### src/rtl/bwt_pkg.sv
package bwt_pkg;
    typedef enum logic [1:0] {
        ST_IDLE    = 2'd0,
        ST_COUNT   = 2'd1,
        ST_EXPIRED = 2'd2
    } bwt_state_e;
endpackage

### src/rtl/bwt_tick_gen.sv
// Power-of-two time base: emits one tick every 2^sel clocks, phase
// aligned to the cycle after clear_i is released.
module bwt_tick_gen #(
    parameter int PS_W     = 4,
    parameter int MAX_LOG2 = 14
) (
    input  logic            clk,
    input  logic            rst_n,
    input  logic            clear_i,
    input  logic [PS_W-1:0] prescale_i,
    output logic            tick_o
);
    localparam int DIV_W = MAX_LOG2;
    localparam logic [PS_W-1:0] MAX_SEL = PS_W'(MAX_LOG2);

    logic [PS_W-1:0]  sel;
    logic [DIV_W-1:0] mask;
    logic [DIV_W-1:0] div_q;

    assign sel = (prescale_i > MAX_SEL) ? MAX_SEL : prescale_i;

    // Low 'sel' bits of the mask are set.
    for (genvar i = 0; i < DIV_W; i++) begin : g_mask
        assign mask[i] = (sel > PS_W'(i));
    end

    assign tick_o = ((div_q & mask) == mask);

    always_ff @(posedge clk or negedge rst_n) begin
        if (!rst_n) begin
            div_q <= '0;
        end else if (clear_i) begin
            div_q <= '0;
        end else begin
            div_q <= div_q + DIV_W'(1);
        end
    end
endmodule

### src/rtl/bwt_limit_counter.sv
// Tick counter with limit compare; hit_o flags the tick that reaches the limit.
module bwt_limit_counter #(
    parameter int LIMIT_W = 15
) (
    input  logic               clk,
    input  logic               rst_n,
    input  logic               clear_i,
    input  logic               tick_i,
    input  logic [LIMIT_W-1:0] limit_i,
    output logic               hit_o,
    output logic [LIMIT_W-1:0] count_o
);
    logic [LIMIT_W-1:0] cnt_q;
    logic [LIMIT_W:0]   cnt_next;

    assign cnt_next = {1'b0, cnt_q} + (LIMIT_W+1)'(1);
    assign hit_o    = tick_i && (cnt_next >= {1'b0, limit_i});
    assign count_o  = cnt_q;

    always_ff @(posedge clk or negedge rst_n) begin
        if (!rst_n) begin
            cnt_q <= '0;
        end else if (clear_i) begin
            cnt_q <= '0;
        end else if (tick_i && !hit_o) begin
            cnt_q <= cnt_next[LIMIT_W-1:0];
        end
    end
endmodule

### src/rtl/bus_wait_timer.sv
module bus_wait_timer #(
    parameter int LIMIT_W  = 15,
    parameter int PS_W     = 4,
    parameter int MAX_LOG2 = 14
) (
    input  logic             clk,
    input  logic             rst_n,
    input  logic [PS_W-1:0]  prescale_i,
    input  logic [LIMIT_W:0] ctrl_i,
    input  logic             wait_i,
    output logic             timeout_o
);
    import bwt_pkg::*;

    localparam int EN_BIT = LIMIT_W;

    bwt_state_e         state_q, state_d;
    logic               enable;
    logic [LIMIT_W-1:0] limit;
    logic               holding;
    logic               armed;
    logic               clear;
    logic               tick;
    logic               hit;
    logic [LIMIT_W-1:0] cnt_val;
    logic               timeout_q;

    assign enable  = ctrl_i[EN_BIT];
    assign limit   = ctrl_i[LIMIT_W-1:0];
    assign holding = enable && wait_i;
    assign armed   = holding && (limit != '0);
    assign clear   = (state_q != ST_COUNT) || !armed;

    bwt_tick_gen #(
        .PS_W     (PS_W),
        .MAX_LOG2 (MAX_LOG2)
    ) i_tick_gen (
        .clk        (clk),
        .rst_n      (rst_n),
        .clear_i    (clear),
        .prescale_i (prescale_i),
        .tick_o     (tick)
    );

    bwt_limit_counter #(
        .LIMIT_W (LIMIT_W)
    ) i_limit_counter (
        .clk     (clk),
        .rst_n   (rst_n),
        .clear_i (clear),
        .tick_i  (tick),
        .limit_i (limit),
        .hit_o   (hit),
        .count_o (cnt_val)
    );

    // Next-state logic
    always_comb begin
        state_d = state_q;
        unique case (state_q)
            ST_IDLE: begin
                if (armed) state_d = ST_COUNT;            // ARM
            end
            ST_COUNT: begin
                if (!armed)   state_d = ST_IDLE;          // ABORT
                else if (hit) state_d = ST_EXPIRED;       // EXPIRE
            end
            ST_EXPIRED: begin
                if (!holding) state_d = ST_IDLE;          // RELEASE
            end
            default: state_d = ST_IDLE;
        endcase
    end

    // State register
    always_ff @(posedge clk or negedge rst_n) begin
        if (!rst_n) state_q <= ST_IDLE;
        else        state_q <= state_d;
    end

    // Output register: pulse on the EXPIRE transition only
    always_ff @(posedge clk or negedge rst_n) begin
        if (!rst_n) timeout_q <= 1'b0;
        else        timeout_q <= (state_q == ST_COUNT) && (state_d == ST_EXPIRED);
    end

    assign timeout_o = timeout_q;
endmodule

### config.mk
export PLATFORM = sky130hd
export DESIGN_NAME = bus_wait_timer
export DESIGN_NICKNAME = d
export VERILOG_FILES = /design/src/rtl/bwt_pkg.sv /design/src/rtl/bwt_tick_gen.sv /design/src/rtl/bwt_limit_counter.sv /design/src/rtl/bus_wait_timer.sv
export SDC_FILE = /design/constraint.sdc
export NUM_CORES = 1
export LEC_CHECK = 0
export ABC_AREA = 1
export BUFFER_PORTS_ARGS = -buffer_cell sky130_fd_sc_hd__buf_2
export CORE_MARGIN = 4
export CORE_UTILIZATION = 56
export CTS_BUF_LIST = sky130_fd_sc_hd__clkbuf_4
export DETAILED_ROUTE_END_ITERATION = 10
export MAX_ROUTING_LAYER = met4
export PLACE_DENSITY_LB_ADDON = 0.1
export SLEW_MARGIN = 20
export SYNTH_ARGS = -nofsm -noshare
export SYNTH_HDL_FRONTEND = slang
export SYNTH_HIERARCHICAL = 1
export SYNTH_SLANG_ARGS = --single-unit
### constraint.sdc
create_clock -name clk -period 2.3 [get_ports clk]
set_input_delay 0.115 -clock clk [delete_from_list [all_inputs] [get_ports clk]]
set_output_delay 0.115 -clock clk [all_outputs]
set_load 0.02 [all_outputs]
[Yosys cells after proc, flatten, opt, wreduce, memory -nomap -nowiden]
Cells that the tools add are included.
Widths: inputs -> output; s select.
Operators by class
  bitwise logic cells: 1
  add/subtract/negate cells: 2
  reductions and logical operators: 11
  mux-type cells: 9
  order comparisons: 16
  equal/unequal tests: 5
Operator list (number)
  $mux 15: 2
  $gt 4x4->1 const B: 7
  $add 15x1->16 const B: 1
  $ge 16x15->1: 1
  $gt 4x3->1 const B: 4
  $reduce_bool 15->1: 1
  $add 14x1->14 const B: 1
  $and 14x14->14: 1
  $eq 14x14->1: 1
  $mux 14: 1
  $gt 4x1->1 const B: 2
  $gt 4x2->1 const B: 2
  $mux 2: 4
  $pmux 2 s3: 1
  $logic_and 1x1->1: 5
  $eq 2x2->1 const B: 2
  $mux 4: 1
  $eq 2x1->1 const B: 1
  $logic_not 1->1: 2
  $logic_not 2->1: 1
  $ne 2x1->1 const B: 1
  $reduce_bool 2->1: 1
  $logic_or 1x1->1: 1
Storage, ports and cells
  output and inout bits: 1
  flip-flop bits (word level): 32
  input bits: 23
  logic and storage cells: 48

[Logic depth before layout (Yosys ltp)]
Gate-level depths: netlist (run 1).
  depth in word-level cells: 11
  depth in mapped cells: 20
  mapped depth without buffers: 19

[By module]
The synthesis (run 1) kept the hierarchy.
Modules (own cells, without submodules)
  bwt_limit_counter: times used 1, cells an instance 227, area an instance 1492.7 µm²
  bwt_tick_gen: times used 1, cells an instance 132, area an instance 890.9 µm²
  bus_wait_timer: times used 1, cells an instance 30, area an instance 182.7 µm²

[Worst setup path after synthesis (run 1)]
No wires, ideal clock.
  kind: reg-to-reg
  from: register i_limit_counter.cnt_q[0] (netlist: i_limit_counter/count_o[0])
  to: register i_limit_counter.cnt_q[0] (netlist: i_limit_counter/count_o[0])
  period minus slack after synthesis: 2.419 ns
  slack: -0.119 ns
  cell stages (with the launch flop): 18
  data arrival time: 2.302 ns
  data required time: 2.183 ns
  buffers on the path: 1
  cell sequence: dfrtp_1 nand2_1 nor2_4 nand2_2 nor2_1 nand2_1 xor2_1 inv_1 ha_1 nand2_1 nand2_1 a21oi_1 o21ai_0 nor2_1 nand3_4 buf_2 nand3_1 nand2_1
Between the ends
  word-level cells in the longest chain between the ends: 6
  elaborated cells on any way between the ends: 8
  classes of those cells: 1 x add/sub; 1 x order compare; 2 x mux; 4 x reduce/logical
RTL lines
  start: declaration: RTL line bwt_limit_counter.sv:13  | logic [LIMIT_W-1:0] cnt_q;
  start signal: assignment: RTL line bwt_limit_counter.sv:26  | cnt_q <= cnt_next[LIMIT_W-1:0];
  $add 15x1->16 *: RTL line bwt_limit_counter.sv:16  | assign cnt_next = {1'b0, cnt_q} + (LIMIT_W+1)'(1);
  $ge 16x15->1: RTL line bwt_limit_counter.sv:17  | assign hit_o = tick_i && (cnt_next >= {1'b0, limit_i});
  $logic_and 1x1->1: RTL line bwt_limit_counter.sv:17
  $logic_not 1->1: RTL line bwt_limit_counter.sv:25  | end else if (tick_i && !hit_o) begin
  $logic_and 1x1->1: RTL line bwt_limit_counter.sv:25
  $reduce_bool 2->1 (no line)
Every way passes the cells marked *; elsewhere a longest branch is shown, timed or not. The select of a mux whose other input is x is not followed.
A chain may end at the register's enable or synchronous reset.

[Worst setup path in the final report (run 1)]
  from: register i_limit_counter.cnt_q[5] (netlist: i_limit_counter/count_o[5])
  to: register i_limit_counter.cnt_q[5] (netlist: i_limit_counter/count_o[5])
The elaborated chain is that of the path after synthesis.

==> results of run 1 <==
[critical path: cells and delay by family, from the launching register on]
kind / cells / cell delay (ns)
AOI/OAI and AO/OA: 2 / 0.18
xor gates and xnor gates: 1 / 0.16
adders and majority gates: 1 / 0.31
buffers and inverters: 2 / 0.29
DFF: 1 / 0.38
and+or+nand+nor: 11 / 1.16
[power by group through the flow]
stage | sequential, mW | clock, mW | combinational (mW)
after floorplan | 0.577 | 0 | 0.0540
after global placement | 0.577 | 0 | 0.0972
after detailed placement | 0.577 | 0 | 0.101
after CTS | 0.566 | 0.459 | 0.106
after global routing | 0.566 | 0.489 | 0.129
final | 0.566 | 0.455 | 0.113
[per-stage QoR]
step | utilization | cells | power, mW
6_report | 0.777 | 512 | 1.13
4_1_cts | 0.724 | 504 | 1.13
5_1_grt | 0.777 | 512 | 1.18
2_1_floorplan | - | 389 | 0.631
3_3_place_gp | 0.674 | 488 | 0.674
3_5_place_dp | 0.674 | 488 | 0.677
[cells in the mapped netlist, types with 3 or more instances]
cell type,count,share of area
nor2_4,5,0.022
nand2_1,107,0.16
a21oi_1,10,0.020
nand2_2,16,0.039
nand3_1,30,0.059
xor2_1,7,0.024
o21bai_1,4,0.012
nor3_1,5,0.0097
ha_1,17,0.083
nor2_1,62,0.091
inv_2,4,0.0058
inv_1,65,0.095
o21ai_0,3,0.0058
dfrtp_1,32,0.31
[sequential cells by signal, summed over array words and instances, names as in the netlist]
register	cells
i_limit_counter/count_o	15
timeout_o	1
i_tick_gen/div_q	14
state_q	2
[cell type report]
cell class                 instances  area (um^2)
fill                             312          976
clock buffer                       6         45.0
multi-input combinational        284         1730
tap                               52         65.1
clock inverter                     2         35.0
sequential                        32          801
timing repair buffer              67          473
inverter                          69          259
[kinds of logic (layout without fill, tap and decap cells)]
family / Yosys count / in the layout / synth area share
AND/OR/NAND/NOR: 234 / 235 / 0.408
AO/OA/AOI/OAI: 25 / 25 / 0.0575
flip-flops: 32 / 32 / 0.312
adder cells (fa/ha/maj): 17 / 17 / 0.0829
XOR/XNOR: 7 / 7 / 0.0239
buffers and inverters: 74 / 144 / 0.116
[layer usage]
| metal | vias up | share of wire | GRT usage |
|---|---|---|---|
| met2 | 66 | 0.48 | 0.387 |
| met3 | 13 | 0.052 | 0.0409 |
| met4 | 0 | 0.017 | 0.0621 |
| met5 | - | 0 | - |
| li1 | 1338 | - | - |
| met1 | 1224 | 0.45 | 0.293 |
[how the worst min path moves through the flow]
stage	from	end	slack, ns	cells after the start
detailed placement	rst_n	i_limit_counter/count_o[11]	0.22	1
CTS	wait_i	state_q[1]	0.12	5
floorplan	rst_n	i_limit_counter/count_o[0]	-0.18	0
global placement	rst_n	i_limit_counter/count_o[11]	0.22	1
finish	wait_i	state_q[0]	0.14	5
global route	wait_i	state_q[0]	0.13	5
[what timing repair did]
action / in CTS / in global routing
gates cloned: 0 / 2
hold buffers: 1 / 0
setup endpoints to repair: 18 / 18
pin swaps: 20 / 28
buffers inserted: 7 / 6
gates resized for setup: 16 / 31
endpoints found under the hold margin: 32 / 0
==> impl_metrics.csv, run 1 <==
group,metric,value,unit
grt,grt_antenna_before_repair,0,
sta,worstMarginPinSlew,0.739,ns
clocking,ctsRootBufferMaster,"clkbuf_4",
power_and_ir_drop,p_int,846,uW
clocking,cts_tree,"done",
outcome,status,"complete, but fails checks",
die,coreArea,4380,um^2
yosys,avgSynthCellArea,6.60,um^2
clocking,cts_sinks,32,
grt,grt_max_degree,33,
die,dieArea,5730,um^2
yosys,ys_warn_count,6,
clocking,clock_path_buffers,2,
worst_setup_path,cp.arrival,2.83,ns
sta,setup_violations,18,
worst_setup_path,worstPathMaxFanout,6,
cells_and_area,fin_nets,499,
placed_design,dp_slack,-0.246,ns
drt,drt_iter0_drc,151,
worst_setup_path,cp-start-kind,"flop",
cells_and_area,final_common_cell,"nand2_1",
yosys,synth_edf_count,0,
grt,grt_pass1_wl,9910,um
grt,overflow,0,
worst_setup_path,cp-startpoint,"i_limit_counter/count_o[5]",
placed_design,gp_congestion,0.880,
cells_and_area,final_layout_size_suffix_gt1_frac,0.328,
sta,slew_viol_final,0,
power_and_ir_drop,ir_drop,0.000228,V
cells_and_area,final_area,3410,um^2
cells_and_area,diodes,0,
yosys,ys_ff_latch,32,
yosys,synth_area,2570,um^2
worst_setup_path,cp-endpoint,"i_limit_counter/count_o[5]",
drt,drc_errors,0,
power_and_ir_drop,clockPowerShare,0.401,
power_and_ir_drop,switching_share,0.254,
power_and_ir_drop,p_leak,1.82,nW
power_and_ir_drop,p_per_area,333,nW/um^2
yosys,synthArstFlopShare,1.00,
die,chipWidth,75.7,um
sta,clock_skew,0.0115,ns
min_path,holdCritPathClass,"in -> reg",
yosys,synth_flop_cell,"dfrtp_1",
grt,grtUsageTotal,0.233,
worst_setup_path,worst_ep_required_time,2.55,ns
clocking,clkTransAtPathRegs,0.11,ns
die,dieHeight,75.7,um
clocking,htree_levels,2,
yosys,synthCells,389,
cells_and_area,syn2layout_area_growth,32.8,%
drt,vias,2641,
power_and_ir_drop,power.switching,289,uW
drt,drt_pass1_iterations,4,
drt,drt.antenna.violating_nets,0,
sta,fin_crit_sh,1.12,
worst_setup_path,r2r_slack,-0.28,ns
yosys,yosysSeqAreaShare,0.312,
sta,hold-worst-slack,0.144,ns
sta,final.setup.worst_slack,-0.278,ns
drt,drt-total-wl,6620,um
outcome,violations,"negative setup slack",
worst_setup_path,r2r_cells,17,
power_and_ir_drop,comb_power_share,0.100,
sta,fin_tns_setup,-4.56,ns
cells_and_area,final_cell_mix,"nand2_1 (95), inv_1 (61), nor2_1 (59)",
die,boundaryPins,24,
sta,relSlewSlack,0.507,
worst_setup_path,slowest_stage,"dfrtp_1",
power_and_ir_drop,seq_power_share,0.499,
sta,grt_setup_unrepaired,"true",
sta,max_freq,0.388,GHz
sta,finalCriticalPeriod,2.58,ns
worst_setup_path,critPathMaxStageDelay,0.38,ns
drt,vias_per_cell,5.16,
yosys,yosysUniqueCellTypes,28,
placed_design,portBuffers,23,
drt,wl_per_cell,12.9,um
run,maxCapViolCount,0,
worst_setup_path,critical_path_class,"reg -> reg",
sta,hold_viol,0,
clocking,clock_latency,0.35,ns
clocking,cts_buffers,5,
worst_setup_path,worstReg2RegEnd,"i_limit_counter/count_o[5]",
die,num_rows,24,
worst_setup_path,worstPathCellList,"nand2_2, nor2_4, nand2_4, nor2_4, nand2_1, xor2_2, inv_1, ha_1, nand2_1, nand2_1, a21oi_2, o21ai_1, nor2_2, nand3_4, clkbuf_16, nand3_1, nand2_1",
placed_design,place_area,2950,um^2
die,floorplan.initialDensity,0.585,
grt,grt_pass1_vias,2372,
worst_setup_path,timing.rr.start,"i_limit_counter/count_o[5]",
worst_setup_path,cp-end-kind,"flop",
worst_setup_path,cpMostUsedCell,"nand2_1",
yosys,syn_nets,429,
placed_design,hpwl,4290,um
Power figures use the tool's default switching activity.
==> inputs of run 2 (changes only) <==
- CTS_CLUSTER_DIAMETER: default -> 150
- REMOVE_ABC_BUFFERS: default -> 1
==> impl_metrics.csv, run 2 (synthesized netlist as in run 1, its figures left out) <==
group,metric,value,unit
cells_and_area,fin_nets,505,
sta,hold_viol,0,
cells_and_area,final_layout_size_suffix_gt1_frac,0.320,
sta,fin_crit_sh,1.13,
worst_setup_path,worstPathMaxFanout,7,
worst_setup_path,critPathMaxStageDelay,0.40,ns
power_and_ir_drop,switching_share,0.262,
placed_design,place_area,2980,um^2
min_path,holdCritPathClass,"in -> reg",
cells_and_area,diodes,0,
sta,clock_skew,0.00906,ns
grt,grtUsageTotal,0.239,
sta,slew_viol_final,0,
drt,drt.antenna.violating_nets,0,
power_and_ir_drop,clockPowerShare,0.311,
cells_and_area,largest_reg_flops,15,
clocking,cts_buffers,5,
grt,use_met2,0.373,
drt,vias,2676,
clocking,clock_latency,0.32,ns
grt,use_met1,0.324,
drt,drt-total-wl,7140,um
clocking,clkTransAtPathRegs,0.10,ns
cells_and_area,instances_no_fill,517,
grt,overflow,0,
sta,fin_tns_setup,-4.81,ns
clocking,cts_tree,"done",
placed_design,dp_slack,-0.364,ns
sta,grt_setup_unrepaired,"true",
die,num_rows,24,
sta,final.setup.worst_slack,-0.307,ns
worst_setup_path,cp.arrival,2.82,ns
placed_design,portBuffers,23,
grt,grt.busiest_layer,"met2",
power_and_ir_drop,comb_power_share,0.120,
worst_setup_path,cpMostUsedCell,"nand2_2",
worst_setup_path,cp-start-kind,"flop",
grt,grt_pass1_vias,2408,
power_and_ir_drop,seq_power_share,0.569,
drt,drc_errors,0,
grt,use_met3,0.0449,
die,dieHeight,75.7,um
power_and_ir_drop,p_per_area,293,nW/um^2
worst_setup_path,worst_ep_required_time,2.52,ns
worst_setup_path,critical_path_class,"reg -> reg",
die,chipWidth,75.7,um
outcome,violations,"negative setup slack",
cells_and_area,final_common_cell,"nand2_1",
clocking,cts_sinks,32,
run,maxCapViolCount,0,
die,dieArea,5730,um^2
clocking,clock_path_buffers,2,
drt,drt_pass1_iterations,7,
power_and_ir_drop,power.switching,261,uW
power_and_ir_drop,ir_drop,0.000281,V
die,boundaryPins,24,
die,coreArea,4380,um^2
outcome,status,"complete, but fails checks",
grt,grt_pass1_wl,10300,um
sta,finalCriticalPeriod,2.61,ns
sta,max_freq,0.384,GHz
power_and_ir_drop,p_int,733,uW
placed_design,gp_congestion,0.874,
sta,setup_violations,18,
power_and_ir_drop,p_leak,1.81,nW
die,floorplan.initialDensity,0.585,
cells_and_area,final_area,3400,um^2
cells_and_area,syn2layout_area_growth,32.3,%
worst_setup_path,slowest_stage,"dfrtp_1",
grt,grt_max_degree,33,
drt,wl_per_cell,13.8,um
clocking,ctsRootBufferMaster,"clkbuf_4",
drt,drt_iter0_drc,201,
sta,relSlewSlack,0.519,
clocking,htree_levels,2,
sta,worstMarginPinSlew,0.721,ns
cells_and_area,final_cell_mix,"nand2_1 (97), nor2_1 (58), inv_1 (58)",
drt,vias_per_cell,5.18,
worst_setup_path,worstPathCellList,"ha_2, nand2_2, inv_2, nand2_4, nor3_4, nand3_1, nand2_2, inv_2, ha_4, nand3_4, nor3_4, o21a_1, nand2_2, nand3_4, nand2_4, nand2_2, nand2_1",
placed_design,place_inst,495,
cells_and_area,nFillCells,331,
grt,grt_antenna_before_repair,0,
placed_design,hpwl,4480,um
worst_setup_path,cp-end-kind,"flop",
==> run 2: cell count changes in the layout (fill, tap and decap cells not counted), moves of 2 or more <==
| cell | delta |
|---|---|
| inv_1 | -3 |
| buf_4 | +4 |
| inv_2 | +3 |
| nand3_1 | +10 |
| ha_4 | +2 |
| nand2_1 | +2 |
| ha_1 | -2 |
| nand3_2 | -10 |
| buf_6 | +4 |
==> run 2: power groups by stage <==
stage	logic (mW)	clock network [mW]	registers, mW
3_3_place_gp	0.0970	0	0.577
2_1_floorplan	0.0510	0	0.577
6_report	0.119	0.309	0.566
4_1_cts	0.107	0.318	0.566
3_5_place_dp	0.100	0	0.577
5_1_grt	0.137	0.352	0.566
==> run 2: path summary, 6_finish.rpt <==
check / startpoint / to / slack [ns] / depth (start not counted)
min: wait_i / state_q[0] / 0.16 / 5
max in group asynchronous: rst_n / i_limit_counter/count_o[2] / 1.45 / 2
min reg2reg: state_q[1] / state_q[0] / 0.45 / 1
max: i_limit_counter/count_o[1] / i_limit_counter/count_o[10] / -0.31 / 17
min in group asynchronous: rst_n / i_limit_counter/count_o[11] / 0.38 / 2
max reg2reg: i_limit_counter/count_o[1] / i_limit_counter/count_o[10] / -0.31 / 17
==> run 2: what timing repair did <==
action                     CTS  global route
setup buffers                9             4
gates cloned                 0             1
pin swaps                   11            11
gates resized for setup     27            28
hold endpoints to repair    32             0
hold buffers                 1             0
setup endpoints to repair   18            18
==> run 2: critical path: cells and delay by family, from the launching register on <==
kind,cells,cell delay [ns]
simple gates,12,1.36
fa+ha+maj,2,0.47
flops,1,0.40
compound gates,1,0.16
buf+inv,2,0.13
==> run 2: layout make-up <==
class | count | area, um^2 | share of cell area
inverter | 69 | 259 | 0.0763
timing repair buffer | 73 | 508 | 0.150
sequential | 32 | 801 | 0.236
tap | 52 | 65.1 | 0.0192
multi-input combinational | 284 | 1710 | 0.504
clock inverter | 1 | 5.00 | 0.00147
clock buffer | 6 | 45.0 | 0.0133
==> run 2: layer usage <==
metal	share of wire	wire, um
met1	0.42	3000
met2	0.49	3490
met3	0.063	453
met4	0.027	191
met5	0	0
==> run 2: through the flow <==
| step | power [mW] | utilization | hold WS [ns] |
|---|---|---|---|
| floorplan | 0.628 | - | -0.181 |
| global placement | 0.674 | 0.680 | 0.204 |
| detailed placement | 0.677 | 0.680 | 0.209 |
| CTS | 0.990 | 0.733 | 0.156 |
| global route | 1.05 | 0.775 | 0.176 |
| finish | 0.994 | 0.775 | 0.162 |
